==> config.mk <==
export PLATFORM = sky130hd
export DESIGN_NAME = addr_latch_mapper
export DESIGN_NICKNAME = d
export VERILOG_FILES = /design/src/rtl/alm_pkg.sv /design/src/rtl/alm_cfg_latch.sv /design/src/rtl/alm_prg_map.sv /design/src/rtl/alm_chr_map.sv /design/src/rtl/alm_scratch.sv /design/src/rtl/addr_latch_mapper.sv
export SDC_FILE = /design/constraint.sdc
export NUM_CORES = 1
export LEC_CHECK = 0
export CAP_MARGIN = 25
export CORE_UTILIZATION = 39
export CTS_CLUSTER_DIAMETER = 80
export DETAILED_ROUTE_END_ITERATION = 10
export PLACE_DENSITY_LB_ADDON = 0.3
export SLEW_MARGIN = 5
export SYNTH_ARGS = -nofsm -noshare
export SYNTH_HDL_FRONTEND = slang
export SYNTH_SLANG_ARGS = --single-unit
==> constraint.sdc <==
create_clock -name clk -period 2 [get_ports clk]
set_input_delay 0.4 -clock clk [delete_from_list [all_inputs] [get_ports clk]]
set_output_delay 0.4 -clock clk [all_outputs]
set_load 0.005 [all_outputs]
==> src/rtl/alm_pkg.sv <==
// Shared constants and the setup record for the address-latched mapper.
// Assumes a 16-bit CPU bus, 8 KB program windows and 1 KB pattern windows.
package alm_pkg;
    localparam int CPU_AW      = 16;
    localparam int PPU_AW      = 14;
    localparam int PRG_PAGE_W  = 5;
    localparam int CHR_PAGE_W  = 6;
    localparam int PRG_SLOT_W  = 2;                 // 4 x 8 KB per 32 KB
    localparam int CHR_SLOT_W  = 3;                 // 8 x 1 KB per 8 KB
    localparam int PRG_WIN_W   = 13;                // 8 KB window offset
    localparam int CHR_WIN_W   = 10;                // 1 KB window offset
    localparam int PRG_BANK_W  = 1 + PRG_PAGE_W + PRG_SLOT_W;
    localparam int CHR_BANK_W  = 1 + CHR_PAGE_W + CHR_SLOT_W;
    localparam int PRG_OUT_W   = PRG_BANK_W + PRG_WIN_W;
    localparam int CHR_OUT_W   = CHR_BANK_W + CHR_WIN_W;
    localparam int SCR_DEPTH   = 4;
    localparam int SCR_W       = 4;
    localparam int SCR_IDX_W   = $clog2(SCR_DEPTH);

    // Bit positions in the latching write address (behavioural, fixed).
    localparam int BIT_OUTER   = 14;
    localparam int BIT_MIRROR  = 13;
    localparam int BIT_LAYOUT  = 12;
    localparam int BIT_PPG_LO  = 7;
    localparam int BIT_HALF    = 6;
    localparam int BIT_CPG_LO  = 0;

    // Address ranges of the expansion area.
    localparam logic [CPU_AW-1:0] EXP_LO   = 16'h4020;
    localparam logic [CPU_AW-1:0] SCR_BASE = 16'h5800;
    localparam logic [CPU_AW-1:0] SCR_END  = 16'h5FFF;

    typedef struct packed {
        logic                  outer;
        logic [PRG_PAGE_W-1:0] prg_page;
        logic [CHR_PAGE_W-1:0] chr_page;
        logic                  half16;   // 1 = 16 KB mirrored layout
        logic                  half_hi;  // which 16 KB half in that layout
        logic                  mirror_h; // 1 = horizontal mirroring
    } map_cfg_t;
endpackage

==> src/rtl/alm_cfg_latch.sv <==
// Setup register. Captures all mapping fields from the address of a
// qualified upper-area write; the data byte never reaches this module.
// Assumes wr_en is already qualified (cycle valid, write, A15 set).
module alm_cfg_latch
    import alm_pkg::*;
(
    input  logic                    clk,
    input  logic                    rst_n,
    input  logic                    wr_en,
    input  logic [CPU_AW-2:0]       addr,
    output map_cfg_t                cfg
);
    map_cfg_t cfg_q;
    map_cfg_t cfg_d;

    // Unpack the latching address into the setup fields.
    always_comb begin
        cfg_d.outer    = addr[BIT_OUTER];
        cfg_d.mirror_h = addr[BIT_MIRROR];
        cfg_d.half16   = addr[BIT_LAYOUT];
        cfg_d.prg_page = addr[BIT_PPG_LO +: PRG_PAGE_W];
        cfg_d.half_hi  = addr[BIT_HALF];
        cfg_d.chr_page = addr[BIT_CPG_LO +: CHR_PAGE_W];
    end

    // Hold the setup; clear to the power-on mapping under reset.
    always_ff @(posedge clk) begin
        if (!rst_n)     cfg_q <= '0;
        else if (wr_en) cfg_q <= cfg_d;
    end

    assign cfg = cfg_q;

    // no qualified write, no change.
    a_r12_cfg_hold: assert property (@(posedge clk) disable iff (!rst_n)
        !wr_en |=> $stable(cfg_q));
    // page and outer fields follow the write address.
    a_r2_cfg_from_addr: assert property (@(posedge clk) disable iff (!rst_n)
        wr_en |=> (cfg_q.prg_page == $past(addr[11:7])) &&
                  (cfg_q.outer == $past(addr[14])) &&
                  (cfg_q.chr_page == $past(addr[5:0])));
    // mirroring follows write bit 13.
    a_r3_mirror_latch: assert property (@(posedge clk) disable iff (!rst_n)
        wr_en |=> cfg_q.mirror_h == $past(addr[13]));
endmodule

==> src/rtl/alm_prg_map.sv <==
// Program bank map. Forms the ROM address for the current 8 KB CPU
// window from the setup; purely combinational on the live address.
// Assumes the caller only uses prg_addr for cycles with A15 set.
module alm_prg_map
    import alm_pkg::*;
(
    input  map_cfg_t                cfg,
    input  logic [CPU_AW-2:0]       cpu_a,
    output logic [PRG_OUT_W-1:0]    prg_addr
);
    logic [PRG_SLOT_W-1:0] win;
    logic [PRG_SLOT_W-1:0] slot;
    logic [PRG_BANK_W-1:0] bank;

    assign win = cpu_a[PRG_WIN_W +: PRG_SLOT_W];

    // Pick the slot within the 32 KB group for the chosen layout.
    always_comb begin
        if (cfg.half16) slot = {cfg.half_hi, win[0]};
        else            slot = win;
    end

    // Join outer bit, page and slot into the 8 KB bank number.
    assign bank     = {cfg.outer, cfg.prg_page, slot};
    assign prg_addr = {bank, cpu_a[PRG_WIN_W-1:0]};

    // in the 16 KB layout the half select drives the slot high bit.
    always_comb begin
        if (cfg.half16) begin
            a_r6_half_select: assert (prg_addr[PRG_WIN_W+1] == cfg.half_hi);
            a_r5_half_mirror: assert (prg_addr[PRG_WIN_W] == cpu_a[PRG_WIN_W]);
        end
    end
endmodule

==> src/rtl/alm_chr_map.sv <==
// Pattern bank map and nametable line. Forms the 1 KB pattern ROM
// address and CIRAM A10 from the setup and the live PPU address.
// Assumes pattern fetches use ppu_addr below 0x2000.
module alm_chr_map
    import alm_pkg::*;
(
    input  map_cfg_t                cfg,
    input  logic [PPU_AW-1:0]       ppu_a,
    output logic [CHR_OUT_W-1:0]    chr_addr,
    output logic                    ciram_a10
);
    logic [CHR_BANK_W-1:0] bank;
    logic                  unused_ppu_top;

    // Eight consecutive 1 KB banks make one contiguous 8 KB block.
    assign bank     = {cfg.outer, cfg.chr_page, ppu_a[CHR_WIN_W +: CHR_SLOT_W]};
    assign chr_addr = {bank, ppu_a[CHR_WIN_W-1:0]};

    // Select the nametable address line for the mirroring direction.
    always_comb begin
        if (cfg.mirror_h) ciram_a10 = ppu_a[11];
        else              ciram_a10 = ppu_a[10];
    end

    assign unused_ppu_top = ppu_a[PPU_AW-1];
endmodule

==> src/rtl/alm_scratch.sv <==
// Nibble scratch file and expansion-area read path. Writes in the
// scratch range keep the low nibble; reads below it return the address
// high byte. Assumes wr_en/rd_en are already qualified by cpu_m2.
module alm_scratch
    import alm_pkg::*;
(
    input  logic                    clk,
    input  logic                    rst_n,
    input  logic                    wr_en,
    input  logic                    rd_en,
    input  logic [CPU_AW-1:0]       addr,
    input  logic [SCR_W-1:0]        wnib,
    output logic [7:0]              rdata,
    output logic                    rdata_oe
);
    logic [SCR_W-1:0]     regs [SCR_DEPTH];
    logic                 in_scr;
    logic                 in_low;
    logic [SCR_IDX_W-1:0] idx;

    assign in_scr = (addr >= SCR_BASE) && (addr <= SCR_END);
    assign in_low = (addr >= EXP_LO) && (addr < SCR_BASE);
    assign idx    = addr[SCR_IDX_W-1:0];

    // One nibble register per slot, each with its own write enable.
    for (genvar g = 0; g < SCR_DEPTH; g++) begin : g_slot
        always_ff @(posedge clk) begin
            if (!rst_n)
                regs[g] <= '0;
            else if (wr_en && in_scr && (idx == SCR_IDX_W'(g)))
                regs[g] <= wnib;
        end
    end

    // Return the stored nibble, or the address high byte below the file.
    always_comb begin
        rdata_oe = rd_en && (in_scr || in_low);
        if (in_scr) rdata = {{(8-SCR_W){1'b0}}, regs[idx]};
        else        rdata = addr[15:8];
    end

    // a scratch write lands in the addressed slot.
    a_r9_store: assert property (@(posedge clk) disable iff (!rst_n)
        (wr_en && in_scr) |=> regs[$past(idx)] == $past(wnib));
    // writes below the file leave every slot alone.
    a_r11_low_write_ignored: assert property (@(posedge clk) disable iff (!rst_n)
        (wr_en && !in_scr) |=> ($stable(regs[0]) && $stable(regs[1]) &&
                                $stable(regs[2]) && $stable(regs[3])));
    // the read path drives only in read cycles.
    a_r11_oe_read_only: assert property (@(posedge clk) disable iff (!rst_n)
        rdata_oe |-> rd_en);
    // high nibble of a scratch read is zero.
    a_r9_upper_zero: assert property (@(posedge clk) disable iff (!rst_n)
        (rdata_oe && in_scr) |-> rdata[7:4] == 4'h0);
endmodule

==> src/rtl/addr_latch_mapper.sv <==
// Top of the address-latched multicart mapper. Decodes CPU cycles into
// a setup write and scratch accesses, and maps program and pattern
// addresses. Assumes cpu_m2/cpu_rw/cpu_addr are stable around clk edges.
module addr_latch_mapper
    import alm_pkg::*;
(
    input  logic                    clk,
    input  logic                    rst_n,
    input  logic                    cpu_m2,
    input  logic                    cpu_rw,
    input  logic [15:0]             cpu_addr,
    input  logic [7:0]              cpu_wdata,
    input  logic [13:0]             ppu_addr,
    output logic [20:0]             prg_addr,
    output logic [19:0]             chr_addr,
    output logic                    ciram_a10,
    output logic [7:0]              cpu_rdata,
    output logic                    cpu_rdata_oe
);
    map_cfg_t cfg;
    logic     wr_cyc;
    logic     rd_cyc;
    logic     cfg_we;
    logic     unused_wdata_hi;

    // Qualify bus cycles.
    assign wr_cyc = cpu_m2 && !cpu_rw;
    assign rd_cyc = cpu_m2 && cpu_rw;
    assign cfg_we = wr_cyc && cpu_addr[CPU_AW-1];
    assign unused_wdata_hi = ^cpu_wdata[7:SCR_W];

    alm_cfg_latch u_cfg (
        .clk   (clk),
        .rst_n (rst_n),
        .wr_en (cfg_we),
        .addr  (cpu_addr[CPU_AW-2:0]),
        .cfg   (cfg)
    );

    alm_prg_map u_prg (
        .cfg      (cfg),
        .cpu_a    (cpu_addr[CPU_AW-2:0]),
        .prg_addr (prg_addr)
    );

    alm_chr_map u_chr (
        .cfg       (cfg),
        .ppu_a     (ppu_addr),
        .chr_addr  (chr_addr),
        .ciram_a10 (ciram_a10)
    );

    alm_scratch u_scr (
        .clk      (clk),
        .rst_n    (rst_n),
        .wr_en    (wr_cyc),
        .rd_en    (rd_cyc),
        .addr     (cpu_addr),
        .wnib     (cpu_wdata[SCR_W-1:0]),
        .rdata    (cpu_rdata),
        .rdata_oe (cpu_rdata_oe)
    );

    // one outer bit feeds both ROM outputs.
    a_r7_outer_shared: assert property (@(posedge clk) disable iff (!rst_n)
        prg_addr[PRG_OUT_W-1] == chr_addr[CHR_OUT_W-1]);
    // the cycle after reset maps to the default banks.
    a_r1_reset_default: assert property (@(posedge clk)
        !rst_n |=> (prg_addr[PRG_OUT_W-1:PRG_WIN_W+PRG_SLOT_W] == '0) &&
                   (chr_addr[CHR_OUT_W-1:CHR_WIN_W+CHR_SLOT_W] == '0));
endmodule

==> metrics.csv, run 1 <==
stage,metric,value,unit
die,row count,24,
cts,clk sinks,31,
die,Die Height,69.2,um
drt,final WL,3760,um
global_route,"Remaining Overflow, GRT",0,
timing,RSZ-0062 raised after global routing,false,
worst_setup_path,R2R depth,2,
global_route,vias in the first global route,1291,
timing,setup violators final,0,
worst_setup_path,Startpoint Class,input pin,
timing,actual slew at the worst max-slew pin,0.353,ns
cts,CTS tree,done,
die,Initial Util,40.4,%
place,Post-Place Cells,270,
timing,Slew HR,76.4,%
place,pre-CTS setup slack,-0.723,ns
worst_setup_path,worst path cell trace,clkdlybuf4s50_1 -> buf_4 -> clkdlybuf4s50_1,
finish,ANT cells,0,
cts,Max clock buf depth,2,
cts,hold_buf cts,0,
cts,Worst-Skew Late Latency,0.28,ns
yosys,main flop type after synthesis,edfxtp_1,
place,routability congestion estimate,0.738,
worst_setup_path,R2R Path End,u_cfg.cfg[14],
pwr,Total Power,1.55,mW
worst_setup_path,"Data arrival, critical path",1.57,ns
die,Die ar.,4790,um2
drt,Initial DRC Count,89,
drt,drc violations,0,
yosys,sequential element share of the synthesized area,44.3,%
yosys,Post-synth EDFFs,16,
worst_setup_path,CP endpoint,prg_addr[10],
yosys,post-synthesis cell area,1760,um2
timing,crit share post-route,98.7,%
drt,drt pass-1 iters,4,
timing,Max Clk Rate,0.506,GHz
finish,count of non-filler cells in the finished layout,279,
yosys,synthesized instance count,181,
timing,Final Hold Viols,0,
global_route,initial antenna violation count,0,
global_route,Tot GR Track Use,17.1,%
worst_setup_path,CP Max Fanout,3,
min_path,HP Class,in2reg,
yosys,"FF+latch count, synth",31,
drt,vias per inst,4.68,
pwr,worst vdd ir,0.354,mV
die,I/O pin cnt,93,
yosys,Synth cell types,25,
timing,final worst slack,0.0250,ns
timing,setup_tns,0,ns
timing,fin crit period,1.97,ns
drt,Post-DRT Antenna Nets,0,
place,PortBufs,65,
drt,WL per Instance,13.5,um
die,core box area,4350,um2
pwr,Cell Pwr Density,646,nW/um2
cts,H-tree Lvls,2,
cts,total clock buffers created by CTS,5,
worst_setup_path,R2R setup slack,1.38,ns
timing,Hold Slack,0.401,ns
worst_setup_path,Critical Path Source,cpu_addr[10],
yosys,syn nets,223,
cts,clk root buf,clkbuf_8,
worst_setup_path,CP dominant cell by count,clkdlybuf4s50_1,
timing,Final Slew Violations,0,
die,DIE WIDTH,69.2,um
worst_setup_path,Critical Path RT,1.60,ns
run_status,status,"finished, final reports clean",
worst_setup_path,WS Path Type,in2out,
place,hpwl dp,2900,um
finish,Area growth syn-to-layout,36.4,%
worst_setup_path,slowest CP cell,clkdlybuf4s50_1,
worst_setup_path,Crit path largest cell delay,0.54,ns
finish,layout cells sized above 1,22.0,%
cts,Worst-path clk slew,0.06,ns
drt,Vias,1305,
finish,NumNets Final,268,
job,Max Cap Viol,0,
worst_setup_path,Reg2Reg Launch Point,u_cfg.cfg[14],
global_route,first-pass GRT wire length,6420,um
yosys,Synth Warn #,0,
yosys,async set or reset register ratio after synthesis,0,%
worst_setup_path,Crit. End Element,primary output,
global_route,largest net degree at the start of global routing,16,
pwr,P_leak,0.917,nW
timing,Setup Skew,0,ns
yosys,synthesized area per cell,9.73,um2
cell usage after synthesis (2+ instances only):
cell      count  share of area (%)
a21boi_0     15                6.4
and2_1        3                1.1
buf_4        42                 18
clkbuf_1      6                1.3
dfxtp_1      15                 17
edfxtp_1     16                 27
mux2_2        2                1.3
mux2_4        3                2.6
mux4_2        3                3.8
nand2_1      38                8.1
nand4_1       4                1.4
nor2_1       17                3.6
nor2b_1       4                1.4
nor4_1        2               0.71
registers in the layout, summed over array words and instances (netlist names):
name	flops
u_cfg.cfg	15
u_scr.regs	16
worst min path at each step:
stage | cells past startpoint | slack [ns] | endpoint | from
final | 3 | 0.40 | u_cfg.cfg[14] | cpu_addr[14]
after global routing | 3 | 0.40 | u_cfg.cfg[14] | cpu_addr[14]
after CTS | 2 | 0.46 | u_cfg.cfg[4] | u_cfg.cfg[4]
after detailed placement | 2 | 0.45 | u_cfg.cfg[4] | u_cfg.cfg[4]
after global placement | 2 | 0.45 | u_cfg.cfg[4] | u_cfg.cfg[4]
after floorplan | 2 | 0.44 | u_cfg.cfg[4] | u_cfg.cfg[4]
power breakdown:
| group | total [mW] | switching (mW) | internal (mW) |
|---|---|---|---|
| sequential | 0.704 | 0.0104 | 0.694 |
| combinational | 0.247 | 0.0915 | 0.155 |
| clock | 0.600 | 0.236 | 0.364 |
what timing repair did:
item	4_1_cts	5_1_grt
setup buffers	1	0
gates resized for setup	36	6
endpoints found under the setup margin	9	4
pin swaps	3	2
cells in the final DEF (no fill, tap or decap), types with 2 or more instances in the layout:
master / count
nor2_1: 17
clkdlybuf4s50_1: 50
nand4_1: 4
dlygate4sd2_1: 6
a21boi_0: 15
mux4_2: 4
nand2_1: 38
mux2_2: 2
clkbuf_8: 5
buf_4: 21
mux2_4: 3
nor2b_1: 4
buf_2: 4
clkbuf_2: 2
dfxtp_1: 15
and2_4: 2
edfxtp_1: 16
metal layers:
layer | vias to the layer above | track usage (%) | wire length, um
met3 | 7 | 5.81 | 224
li1 | 651 | - | -
met2 | 43 | 27.8 | 1890
met1 | 604 | 20.8 | 1610
met5 | - | 0 | 0
met4 | 0 | 7.03 | 31
cell type report:
type	count	area (um2)
fillers	417	1950
repair buffers	88	806
flip-flops and latches	31	781
multi-input cells	99	638
clock buffers	5	68.8
well taps	52	65.1
clock inverters	3	38.8
inverters	1	3.75
critical path, delay by kind of cell:
family | cells | cell delay [ns]
buffers and inverters | 3 | 1.18
kinds of logic (layout without fill, tap and decap cells):
kind of cell	Yosys count	in the layout	synth area share [%]
muxes	9	9	9.17
DFF	31	31	44.3
buffers and inverters	51	97	20.3
AOI/OAI and AO/OA	17	17	7.11
and+or+nand+nor	73	73	19.0
per-stage QoR:
stage / instance area [um2] / util, %
final: 2400 / 55.1
after global routing: 2400 / 55.1
after CTS: 2410 / 55.3
after detailed placement: 2300 / 52.8
after global placement: 2300 / 52.8
after floorplan: 1760 / -
Note: power is estimated with default switching activity, not from simulation.
==> run 2, diff against run 1 <==
CAP_MARGIN = 20   (was 25)
CORE_ASPECT_RATIO = 2   (was default)
RECOVER_POWER = 100   (was default)
==> metrics.csv, run 2 (synthesized netlist as in run 1, its figures left out) <==
stage,metric,value,unit
cts,total clock buffers created by CTS,5,
pwr,logic gate share of total power,16.3,%
timing,crit share post-route,100,%
cts,Max clock buf depth,2,
job,Max Cap Viol,0,
pwr,Total Power,1.56,mW
worst_setup_path,R2R Path End,u_cfg.cfg[10],
worst_setup_path,R2R setup slack,1.35,ns
cts,CTS tree,done,
worst_setup_path,Crit path largest cell delay,0.49,ns
die,Die ar.,4800,um2
worst_setup_path,"Data arrival, critical path",1.60,ns
global_route,Tot GR Track Use,18.6,%
worst_setup_path,worst path cell trace,buf_2 -> buf_6 -> buf_6 -> mux4_2 -> mux2_4 -> buf_2,
place,Post-Place Cells,274,
die,row count,34,
drt,Post-DRT Antenna Nets,0,
worst_setup_path,CP Max Fanout,4,
finish,layout cells sized above 1,20.2,%
worst_setup_path,R2R depth,2,
global_route,first-pass GRT wire length,6490,um
finish,Largest register FFs,16,
pwr,Int Power,1.21,mW
timing,setup violators final,0,
drt,Initial DRC Count,16,
finish,"Most flops, register",u_scr.regs,
cts,clk sinks,31,
worst_setup_path,Crit. End Element,primary output,
pwr,worst vdd ir,0.551,mV
global_route,"Remaining Overflow, GRT",0,
die,Initial Util,40.6,%
timing,Final Hold Viols,0,
timing,actual slew at the worst max-slew pin,0.681,ns
worst_setup_path,CP endpoint,cpu_rdata[2],
finish,ANT cells,0,
place,routability congestion estimate,0.748,
cts,Worst-Skew Late Latency,0.28,ns
timing,Final Slew Violations,0,
timing,RSZ-0062 raised after global routing,true,
worst_setup_path,Critical Path RT,1.60,ns
drt,drc violations,0,
min_path,HP Class,reg2reg,
die,DIE WIDTH,49.5,um
finish,fin area,2420,um2
drt,WL per Instance,14.7,um
cts,Worst-path clk slew,0.07,ns
pwr,Sw Ratio,22.0,%
global_route,vias in the first global route,1362,
timing,Slew HR,54.6,%
global_route,initial antenna violation count,0,
worst_setup_path,Startpoint Class,input pin,
timing,Max Clk Rate,0.500,GHz
finish,Area growth syn-to-layout,37.3,%
drt,Vias,1371,
cts,clk root buf,clkbuf_8,
pwr,Seq pwr share,45.2,%
timing,fin crit period,2.00,ns
global_route,largest net degree at the start of global routing,16,
min_path,Hold Crit Start,u_cfg.cfg[6],
die,I/O pin cnt,93,
pwr,Cell Pwr Density,643,nW/um2
finish,"commonest non-fill, non-tap cells in the layout","nand2_1, clkdlybuf4s50_1, dlygate4sd3_1",
cts,H-tree Lvls,2,
worst_setup_path,Critical Path Source,cpu_addr[0],
die,core box area,4340,um2
finish,Util after Layout,55.7,%
drt,drt pass-1 iters,4,
worst_setup_path,slowest CP cell,mux4_2,
run_status,status,"finished, final reports clean",
pwr,P_leak,0.958,nW
drt,vias per inst,4.78,
worst_setup_path,WS Path Type,in2out,
finish,count of non-filler cells in the finished layout,287,
die,Die Height,97.0,um
place,hpwl dp,3320,um
worst_setup_path,Reg2Reg Launch Point,u_cfg.cfg[10],
place,dpl cell area,2300,um2
timing,Setup Skew,0,ns
timing,Hold Slack,0.459,ns
finish,NumNets Final,274,
pwr,switching pwr,342,uW
finish,"most common cell after layout, fill and taps aside",nand2_1,
drt,final WL,4220,um
place,PortBufs,65,
pwr,Clock Power Share,38.5,%
-- run 2: worst min-delay path by stage --
stage | end | slack [ns] | cells past startpoint
6_report | u_cfg.cfg[6] | 0.46 | 2
3_3_place_gp | u_cfg.cfg[4] | 0.44 | 2
4_1_cts | u_cfg.cfg[1] | 0.46 | 2
5_1_grt | u_cfg.cfg[3] | 0.48 | 2
3_5_place_dp | u_cfg.cfg[4] | 0.45 | 2
2_1_floorplan | u_cfg.cfg[4] | 0.44 | 2
-- run 2: metrics by stage --
stage	setup slack, ns	setup TNS, ns
2_1_floorplan	0.344	0
3_3_place_gp	-0.623	-4.28
3_5_place_dp	-0.645	-4.42
4_1_cts	0.00630	0
5_1_grt	-0.0150	-0.0150
6_report	0.000850	0
-- run 2: timing repair --
item / CTS / global route
gates cloned: 0 / 0
pin swaps: 2 / 3
hold buffers: 0 / 0
setup endpoints to repair: 10 / 3
setup buffers: 5 / 0
resized for setup: 36 / 6
-- run 2: layer usage --
metal	global-route usage, %	vias up	wire length (um)
li1	-	666	-
met1	16.2	653	1330
met2	37.0	40	2560
met3	3.93	12	166
met4	9.45	0	165
met5	0	-	0
-- run 2: power groups by stage --
stage               Sequential, mW  Combinational (mW)  Clock (mW)
global placement             0.716               0.259           0
finish                       0.703               0.253       0.599
global route                 0.705               0.272       0.631
floorplan                    0.713               0.137           0
detailed placement           0.718               0.261           0
CTS                          0.704               0.264       0.604
-- run 2: worst max-delay path, delay by kind of cell --
family   cells  cell delay [ns]
buf+inv      4             0.43
mux          2             0.77
-- run 2: cell type report --
class / count / area (um2)
timing repair buffer: 94 / 822
sequential: 31 / 781
clock inverter: 3 / 38.8
multi-input combinational: 99 / 636
tap: 54 / 67.6
clock buffer: 5 / 68.8
fill: 426 / 1920
inverter: 1 / 3.75
==> run 3, diff against run 2 <==
GPL_TIMING_DRIVEN = 0   (was default)
==> metrics.csv, run 3 (synthesized netlist as in run 1, its figures left out) <==
stage,metric,value,unit
pwr,worst vdd ir,0.576,mV
worst_setup_path,WS Path Type,in2out,
global_route,Tot GR Track Use,17.5,%
place,Post-Place Cells,309,
drt,Vias,1427,
drt,vias per inst,4.49,
finish,Util after Layout,60.6,%
job,Max Cap Viol,0,
min_path,HP Class,in2reg,
global_route,initial antenna violation count,0,
timing,RSZ-0062 raised after global routing,false,
timing,Max Clk Rate,0.512,GHz
global_route,vias in the first global route,1372,
worst_setup_path,Crit path largest cell delay,0.56,ns
cts,Worst-path clk slew,0.06,ns
run_status,status,"finished, final reports clean",
drt,Initial DRC Count,26,
drt,drt pass-1 iters,4,
worst_setup_path,Buf/Inv on CP,3,
die,I/O pin cnt,93,
drt,drc violations,0,
cts,H-tree Lvls,2,
worst_setup_path,CP Max Fanout,2,
finish,Largest register FFs,16,
die,DIE WIDTH,49.5,um
timing,Hold Slack,0.418,ns
worst_setup_path,R2R depth,2,
finish,"Most flops, register",u_scr.regs,
timing,Slew HR,68.2,%
global_route,first-pass GRT wire length,6330,um
worst_setup_path,Top delay family on crit path,buffers and inverters,
global_route,"Remaining Overflow, GRT",0,
cts,clk sinks,31,
die,row count,34,
pwr,Cell Pwr Density,559,nW/um2
finish,FILL cells,397,
timing,fin crit period,1.95,ns
die,Initial Util,40.6,%
drt,Post-DRT Antenna Nets,0,
finish,NumNets Final,305,
timing,Final Slew Violations,0,
finish,"most common cell after layout, fill and taps aside",nand2_1,
die,core box area,4340,um2
timing,crit share post-route,97.6,%
finish,"commonest non-fill, non-tap cells in the layout","nand2_1, buf_4, dlygate4sd3_1",
finish,area occupied by multi-input gates,636,um2
worst_setup_path,Critical Path RT,1.60,ns
cts,clk root buf,clkbuf_8,
worst_setup_path,Startpoint Class,input pin,
pwr,Total Power,1.47,mW
worst_setup_path,worst path cell trace,clkdlybuf4s50_1 -> buf_4 -> dlygate4sd3_1,
drt,final WL,3910,um
cts,CTS tree,done,
finish,ANT cells,0,
place,PortBufs,74,
finish,Area growth syn-to-layout,49.5,%
cts,Worst-Skew Late Latency,0.27,ns
finish,layout cells sized above 1,26.5,%
drt,WL per Instance,12.3,um
worst_setup_path,Crit path depth,3,
worst_setup_path,"Data arrival, critical path",1.55,ns
die,Die ar.,4800,um2
die,Die Height,97.0,um
finish,Reg area,781,um2
timing,setup violators final,0,
worst_setup_path,slowest CP cell,dlygate4sd3_1,
timing,Final Hold Viols,0,
cts,total clock buffers created by CTS,5,
min_path,worst hold path cell count,3,
place,routability congestion estimate,0.722,
worst_setup_path,Crit. End Element,primary output,
place,hpwl dp,3190,um
timing,Setup Skew,0,ns
finish,count of non-filler cells in the finished layout,318,
global_route,largest net degree at the start of global routing,11,
pwr,P_leak,1.09,nW
timing,actual slew at the worst max-slew pin,0.477,ns
cts,Max clock buf depth,2,
run 3: cell type report:
class                           instances  share of cell area, %
Sequential cell                        31                   29.7
Timing Repair Buffer                   75                   26.4
Multi-Input combinational cell         99                   24.2
Buffer                                 50                   13.6
Clock buffer                            7                   3.28
Tap cell                               54                   2.57
Clock inverter                          1                  0.190
Inverter                                1                  0.143
run 3: worst reg2reg max path, cell delays in order, from the launching register on:
cell and delay, ns:
dfxtp_1 0.35, nand2_1 0.05, a21boi_0 0.16
run 3: final timing paths:
| kind | from | to | slack, ns |
|---|---|---|---|
| worst max-delay path | cpu_addr[3] | prg_addr[3] | 0.05 |
| worst min-delay path | cpu_addr[14] | u_cfg.cfg[14] | 0.42 |
| worst max register to register | u_cfg.cfg[4] | u_cfg.cfg[4] | 1.36 |
| worst min register to register | u_cfg.cfg[7] | u_cfg.cfg[7] | 0.46 |
run 3: power breakdown:
group | internal, mW | switching, mW
registers | 0.694 | 0.00951
clock network | 0.277 | 0.209
logic | 0.181 | 0.101
total | 1.15 | 0.319
run 3: metrics by stage:
| step | area, um2 | setup slack (ns) | setup TNS, ns |
|---|---|---|---|
| after floorplan | 1760 | 0.344 | 0 |
| after global placement | 2570 | -0.706 | -5.86 |
| after detailed placement | 2570 | -0.729 | -6.23 |
| after CTS | 2650 | 0.0134 | 0 |
| after global routing | 2630 | 0.0162 | 0 |
| final | 2630 | 0.0477 | 0 |
run 3: routing by layer:
layer,track usage [%],vias to the layer above,wire length [um]
met3,2.99,4,151
met5,0,-,0
met4,5.49,0,40
met2,35.3,44,2440
met1,16.7,652,1280
li1,-,727,-
run 3: repair_timing:
action                     CTS  global route
hold buffers                 0             0
pin swaps                    5             2
resized for setup           42             5
setup buffers                1             0
setup endpoints to repair   12             4
